### config.mk
export PLATFORM = sky130hd
export DESIGN_NAME = cpac_top
export DESIGN_NICKNAME = d
export VERILOG_FILES = /design/src/rtl/cpac_pkg.sv /design/src/rtl/cpac_store.sv /design/src/rtl/cpac_perm.sv /design/src/rtl/cpac_port.sv /design/src/rtl/cpac_top.sv
export SDC_FILE = /design/constraint.sdc
export NUM_CORES = 1
export LEC_CHECK = 0
export ABC_CLOCK_PERIOD_IN_PS = 1430
export BUFFER_PORTS_ARGS = -buffer_cell sky130_fd_sc_hd__buf_2
export CORE_UTILIZATION = 33
export CTS_CLUSTER_DIAMETER = 40
export CTS_CLUSTER_SIZE = 28
export DETAILED_ROUTE_END_ITERATION = 7
export PLACE_DENSITY = 0.79
export SYNTH_ARGS = -nofsm -noshare
export SYNTH_HDL_FRONTEND = slang
export SYNTH_SLANG_ARGS = --single-unit
### constraint.sdc
create_clock -name clk -period 1.43 [get_ports clk]
set_clock_uncertainty 0.2 [all_clocks]
set_input_delay 0.286 -clock clk [delete_from_list [all_inputs] [get_ports clk]]
set_output_delay 0.286 -clock clk [all_outputs]
set_load 0.02 [all_outputs]
### src/rtl/cpac_pkg.sv
package cpac_pkg;
  localparam int REG_W       = 32;
  localparam int CP_W        = 4;
  localparam int BIT_SIMD_OFF = 31;
  localparam int BIT_HI_OFF  = 30;
  localparam int RT11_LSB    = 22;
  localparam int RT10_LSB    = 20;
  localparam int CP_FP_A     = 10;
  localparam int CP_FP_B     = 11;

  typedef enum logic [1:0] {
    RT_NONE = 2'b00,
    RT_PRIV = 2'b01,
    RT_RSVD = 2'b10,
    RT_FULL = 2'b11
  } rights_e;
endpackage

### src/rtl/cpac_store.sv
module cpac_store
  import cpac_pkg::*;
#(
  parameter bit HAS_FPU  = 1'b1,
  parameter bit HAS_SIMD = 1'b1
) (
  input  logic             clk,
  input  logic             rst,
  input  logic             wr_en,
  input  logic [REG_W-1:0] wdata,
  output logic [REG_W-1:0] view,
  output logic             simd_off,
  output logic             hi_off,
  output rights_e          rt11,
  output rights_e          rt10
);
  localparam bit RIGHTS_LIVE = HAS_FPU || HAS_SIMD;
  localparam bit DIS_LIVE    = HAS_SIMD;
  localparam bit DIS_ONE     = HAS_FPU && !HAS_SIMD;
  localparam logic [REG_W-1:0] RT_MASK  = REG_W'(4'hF) << RT10_LSB;
  localparam logic [REG_W-1:0] DIS_MASK = (REG_W'(1) << BIT_SIMD_OFF) | (REG_W'(1) << BIT_HI_OFF);
  localparam logic [REG_W-1:0] WMASK    = (RIGHTS_LIVE ? RT_MASK : '0) | (DIS_LIVE ? DIS_MASK : '0);
  localparam logic [REG_W-1:0] ONES     = DIS_ONE ? DIS_MASK : '0;

  logic [REG_W-1:0] stored_q;

  always_ff @(posedge clk) begin
    if (rst)        stored_q <= '0;
    else if (wr_en) stored_q <= wdata & WMASK;
  end

  assign view     = (stored_q & WMASK) | ONES;
  assign simd_off = view[BIT_SIMD_OFF];
  assign hi_off   = view[BIT_HI_OFF];
  assign rt11     = rights_e'(view[RT11_LSB +: 2]);
  assign rt10     = rights_e'(view[RT10_LSB +: 2]);

  AST_HOLD_NO_WRITE: assert property (@(posedge clk) disable iff (rst)
    !wr_en |=> $stable(view));
endmodule

### src/rtl/cpac_perm.sv
module cpac_perm
  import cpac_pkg::*;
(
  input  logic            clk,
  input  logic            rst,
  input  logic            chk_valid,
  input  logic [CP_W-1:0] chk_cp_num,
  input  logic            chk_priv,
  input  logic            chk_simd,
  input  logic            chk_hireg,
  input  logic            simd_off,
  input  logic            hi_off,
  input  rights_e         rt11,
  input  rights_e         rt10,
  output logic            chk_undef
);
  localparam logic [CP_W-1:0] CP_A = CP_W'(CP_FP_A);
  localparam logic [CP_W-1:0] CP_B = CP_W'(CP_FP_B);

  logic    is_fp;
  rights_e eff;
  logic    granted;
  logic    undef_c;

  always_comb begin
    is_fp = (chk_cp_num == CP_A) || (chk_cp_num == CP_B);
    eff   = (rt11 == rt10) ? rt10 : RT_NONE;
    case (eff)
      RT_FULL: granted = 1'b1;
      RT_PRIV: granted = chk_priv;
      default: granted = 1'b0;
    endcase
    undef_c = !is_fp || !granted
            || (chk_simd && simd_off)
            || (!chk_simd && chk_hireg && hi_off);
  end

  always_ff @(posedge clk) begin
    if (rst) chk_undef <= 1'b0;
    else     chk_undef <= chk_valid && undef_c;
  end

  AST_DENIED_TRAPS: assert property (@(posedge clk) disable iff (rst)
    chk_valid && rt10 == RT_NONE && (chk_cp_num == CP_A || chk_cp_num == CP_B) |=> chk_undef);
  AST_USER_BLOCKED: assert property (@(posedge clk) disable iff (rst)
    chk_valid && !chk_priv && rt10 == RT_PRIV && rt11 == RT_PRIV |=> chk_undef);
  AST_MISMATCH_DENIED: assert property (@(posedge clk) disable iff (rst)
    chk_valid && rt10 != rt11 |=> chk_undef);
  AST_SIMD_OFF: assert property (@(posedge clk) disable iff (rst)
    chk_valid && chk_simd && simd_off |=> chk_undef);
  AST_IDLE_QUIET: assert property (@(posedge clk) disable iff (rst)
    !chk_valid |=> !chk_undef);
endmodule

### src/rtl/cpac_port.sv
module cpac_port
  import cpac_pkg::*;
(
  input  logic             clk,
  input  logic             rst,
  input  logic             reg_rd,
  input  logic             reg_wr,
  input  logic             reg_priv,
  input  logic [REG_W-1:0] view,
  output logic             wr_en,
  output logic [REG_W-1:0] reg_rdata,
  output logic             reg_fault
);
  assign wr_en = reg_wr && reg_priv;

  always_ff @(posedge clk) begin
    if (rst) begin
      reg_rdata <= '0;
      reg_fault <= 1'b0;
    end else begin
      reg_rdata <= (reg_rd && reg_priv) ? view : '0;
      reg_fault <= (reg_rd || reg_wr) && !reg_priv;
    end
  end

  AST_FAULT_RAISED: assert property (@(posedge clk) disable iff (rst)
    (reg_rd || reg_wr) && !reg_priv |=> reg_fault);
  AST_PRIV_NO_FAULT: assert property (@(posedge clk) disable iff (rst)
    reg_priv |=> !reg_fault);
  AST_RSVD_ZERO: assert property (@(posedge clk) disable iff (rst)
    reg_rdata[29:24] == '0 && reg_rdata[19:0] == '0);
endmodule

### src/rtl/cpac_top.sv
module cpac_top
  import cpac_pkg::*;
#(
  parameter bit HAS_FPU  = 1'b1,
  parameter bit HAS_SIMD = 1'b1
) (
  input  logic        clk,
  input  logic        rst,
  input  logic        reg_rd,
  input  logic        reg_wr,
  input  logic        reg_priv,
  input  logic [31:0] reg_wdata,
  output logic [31:0] reg_rdata,
  output logic        reg_fault,
  input  logic        chk_valid,
  input  logic [3:0]  chk_cp_num,
  input  logic        chk_priv,
  input  logic        chk_simd,
  input  logic        chk_hireg,
  output logic        chk_undef
);
  logic [REG_W-1:0] view;
  logic             wr_en;
  logic             simd_off;
  logic             hi_off;
  rights_e          rt11;
  rights_e          rt10;

  cpac_port u_port (
    .clk(clk), .rst(rst), .reg_rd(reg_rd), .reg_wr(reg_wr), .reg_priv(reg_priv),
    .view(view), .wr_en(wr_en), .reg_rdata(reg_rdata), .reg_fault(reg_fault)
  );

  cpac_store #(.HAS_FPU(HAS_FPU), .HAS_SIMD(HAS_SIMD)) u_store (
    .clk(clk), .rst(rst), .wr_en(wr_en), .wdata(reg_wdata), .view(view),
    .simd_off(simd_off), .hi_off(hi_off), .rt11(rt11), .rt10(rt10)
  );

  cpac_perm u_perm (
    .clk(clk), .rst(rst), .chk_valid(chk_valid), .chk_cp_num(chk_cp_num),
    .chk_priv(chk_priv), .chk_simd(chk_simd), .chk_hireg(chk_hireg),
    .simd_off(simd_off), .hi_off(hi_off), .rt11(rt11), .rt10(rt10),
    .chk_undef(chk_undef)
  );

  AST_UNPRIV_WRITE_NO_CHANGE: assert property (@(posedge clk) disable iff (rst)
    reg_wr && !reg_priv |=> $stable(view));
endmodule

==> flow_summary.toml <==
[cts]
numCtsBuffers = 3
cts_root_buf = "clkbuf_4"
post_cts_buffers = 0
clk_pin_slew_ps = 70
clk_latency_ps = 270
htree_levels = 1
clockBufferDepth = 2
hold_buffers = 0
cts_tree = "built"
ctsResizeCount = 0
cts_sinks = 14

[synth]
ys_top_cells_by_area = "dfxtp_1 40%, buf_4 29%, and2_1 5.4%"
synth_cells = 82
synth_top_area_share_pct = 40.2
synth-xor-area-share_pct = 0
yosysTopAreaCell = "dfxtp_1"
synth_edf_count = 0
async_flop_share_pct = 0
synthSimpleGateAreaFrac_pct = 20.3
synth_commonest_cells = "27 x buf_4, 14 x dfxtp_1, 9 x nand2_1"
synth_mux_area_share_pct = 0
synth_cell_types = 18
synthFlopType = "dfxtp_1"
ys_seq_elements = 14
synthAdderAreaFrac_pct = 0
yosysWarnings = 0
syn_area_um2 = 697
synth_most_common_cell = "buf_4"
synth_compound_area_share_pct = 7.00
avgSynthCellArea_um2 = 8.50
synth_top_family_by_area = "buffers and inverters"
ys_seq_area_share_pct = 40.2

[timing]
grt_setup_unrepaired = "false"
maxSlewViolCount = 0
setup_viol = 0
finalSetupTns_ps = 0
fmax_mhz = 810
hold_viol = 0
period_needed_ps = 1230
post-route-period-util_pct = 86.3

[setup_path]
worstSetupEndpointType = "output pin"
startpoint_type = "flop"
required_ps = 940
crit_family = "flip-flops"
r2r_cells = 3
critPathBufInv = 1
reg2reg_setup_slack_ps = 380
crit_slowest_cell = "dfxtp_1"
critPathKind = "reg -> out"
arrival_ps = 750
r2r_end = "u_perm.chk_undef"
crit_chain = "buf_2"
cp_max_fo = 1
timing.rr.start = "u_store.stored_q[30]"
max_stage_delay_ps = 320

[pwr]
seqPwrFrac_pct = 54.7
p_sw_share_pct = 29.1
total_power_w = 0.000747
combPwrFrac_pct = 16.9
powerDensity_mw_per_mm2 = 992
clkPwrFrac_pct = 28.4
cellLeakagePower_nw = 0.390
intPower_w = 0.000530
ir_worst_vdd_mv = 0.392
p_sw_w = 0.000218

[layout]
multi_input_area_um2 = 288
final_cell_area_um2 = 753
final_nets = 153
diodes = 0
syn_to_final_growth_pct = 8.08
fill_cells = 204
drive_gt1_share_pct = 27.4
register_area_um2 = 280

[grt]
antenna_found_initial = 0
grtUsageTotal_pct = 9.98
grt_start_max_net_pins = 10
grt_overflow = 0
grt_pass1_vias = 429
grt_pass1_wl_um = 1590

[routing]
drt-initial-drc-count = 2
vias = 513
routed_wl_um = 1080
dr.pass1.iters = 2
viasPerCell = 3.86
wl_per_cell_um = 8.11
drc_errors = 0
ant_nets = 0

[hold_path]
hp-start = "chk_valid"
hold_class = "in -> reg"
worstHoldPathCells = 3
holdPathEnd = "u_perm.chk_undef"

[die]
ios = 79
die_h_um = 48.0
die_area_mm2 = 0.00230
fp.coreArea_mm2 = 0.00198
num_rows = 16
die_w_um = 48.0
start_util_pct = 35.2

[status]
outcome = "finished, final reports clean"

[placed_design]
gp_congestion = 0.764
io_buffers = 25
hpwlAfterDp_um = 915
place_area_um2 = 731

[flow_run]
maxCapViolCount = 0
[placed cells by master (no fill, tap or decap), drive strengths merged]
cell type  synthesis  routed
a21oi              7       7
a311oi             1       1
and2               6       6
and3b              1       1
buf               29      25
clkbuf             0       3
conb               1      26
dfxtp             14      14
inv                1       1
nand2              9       9
nand2b             1       1
nand3              6       6
nand4              1       1
nor2               3       3
nor3               1       1
o21ai              1       1
[power by group through the flow]
stage	Combinational [W]	Sequential, W	Clock, W
final	0.000126	0.000409	0.000213
after global routing	0.000139	0.000411	0.000229
after CTS	0.000126	0.000409	0.000221
after detailed placement	0.000126	0.000418	0
after global placement	0.000123	0.000417	0
after floorplan	0.000147	0.000422	0
[state kept, by name (all words and copies together), names as in the netlist]
name / count
u_store.stored_q: 6
u_port.reg_fault: 1
u_port.reg_rdata: 6
u_perm.chk_undef: 1
[worst max-delay path by stage]
stage	startpoint	to	cells past startpoint
after detailed placement	chk_simd	u_perm.chk_undef	4
final	u_port.reg_fault	reg_fault	1
after floorplan	chk_simd	u_perm.chk_undef	3
after global placement	chk_simd	u_perm.chk_undef	4
after global routing	u_port.reg_rdata[22]	reg_rdata[22]	1
after CTS	u_port.reg_fault	reg_fault	1
[cell families after synthesis]
kind of cell,count (synthesis)
buffers and inverters,30
AND/OR/NAND/NOR,28
flip-flops,14
AO/OA/AOI/OAI,9
other,1
[through the flow]
stage	utilization [%]	instances	setup WS [ps]	hold slack (ps)
after floorplan	-	107	413	198
after global placement	36.9	130	272	252
after detailed placement	36.9	130	277	254
final	38.0	133	195	17.3
after global routing	38.0	133	152	16.8
after CTS	38.0	133	182	7.22
[layout make-up]
type | instances | share of cell area (%)
Clock buffer | 3 | 2.99
Inverter | 1 | 0.498
Multi-Input combinational cell | 63 | 38.2
Sequential cell | 14 | 37.2
Tap cell | 27 | 4.49
Timing Repair Buffer | 25 | 16.6
[layer usage]
layer	part of all wire [%]	vias to the layer above	GRT usage, %
li1	-	260	-
met1	32	217	8.72
met2	55	34	20.5
met3	11	2	1.13
met4	1.8	0	6.67
met5	0	-	0
Power figures use the tool's default switching activity.
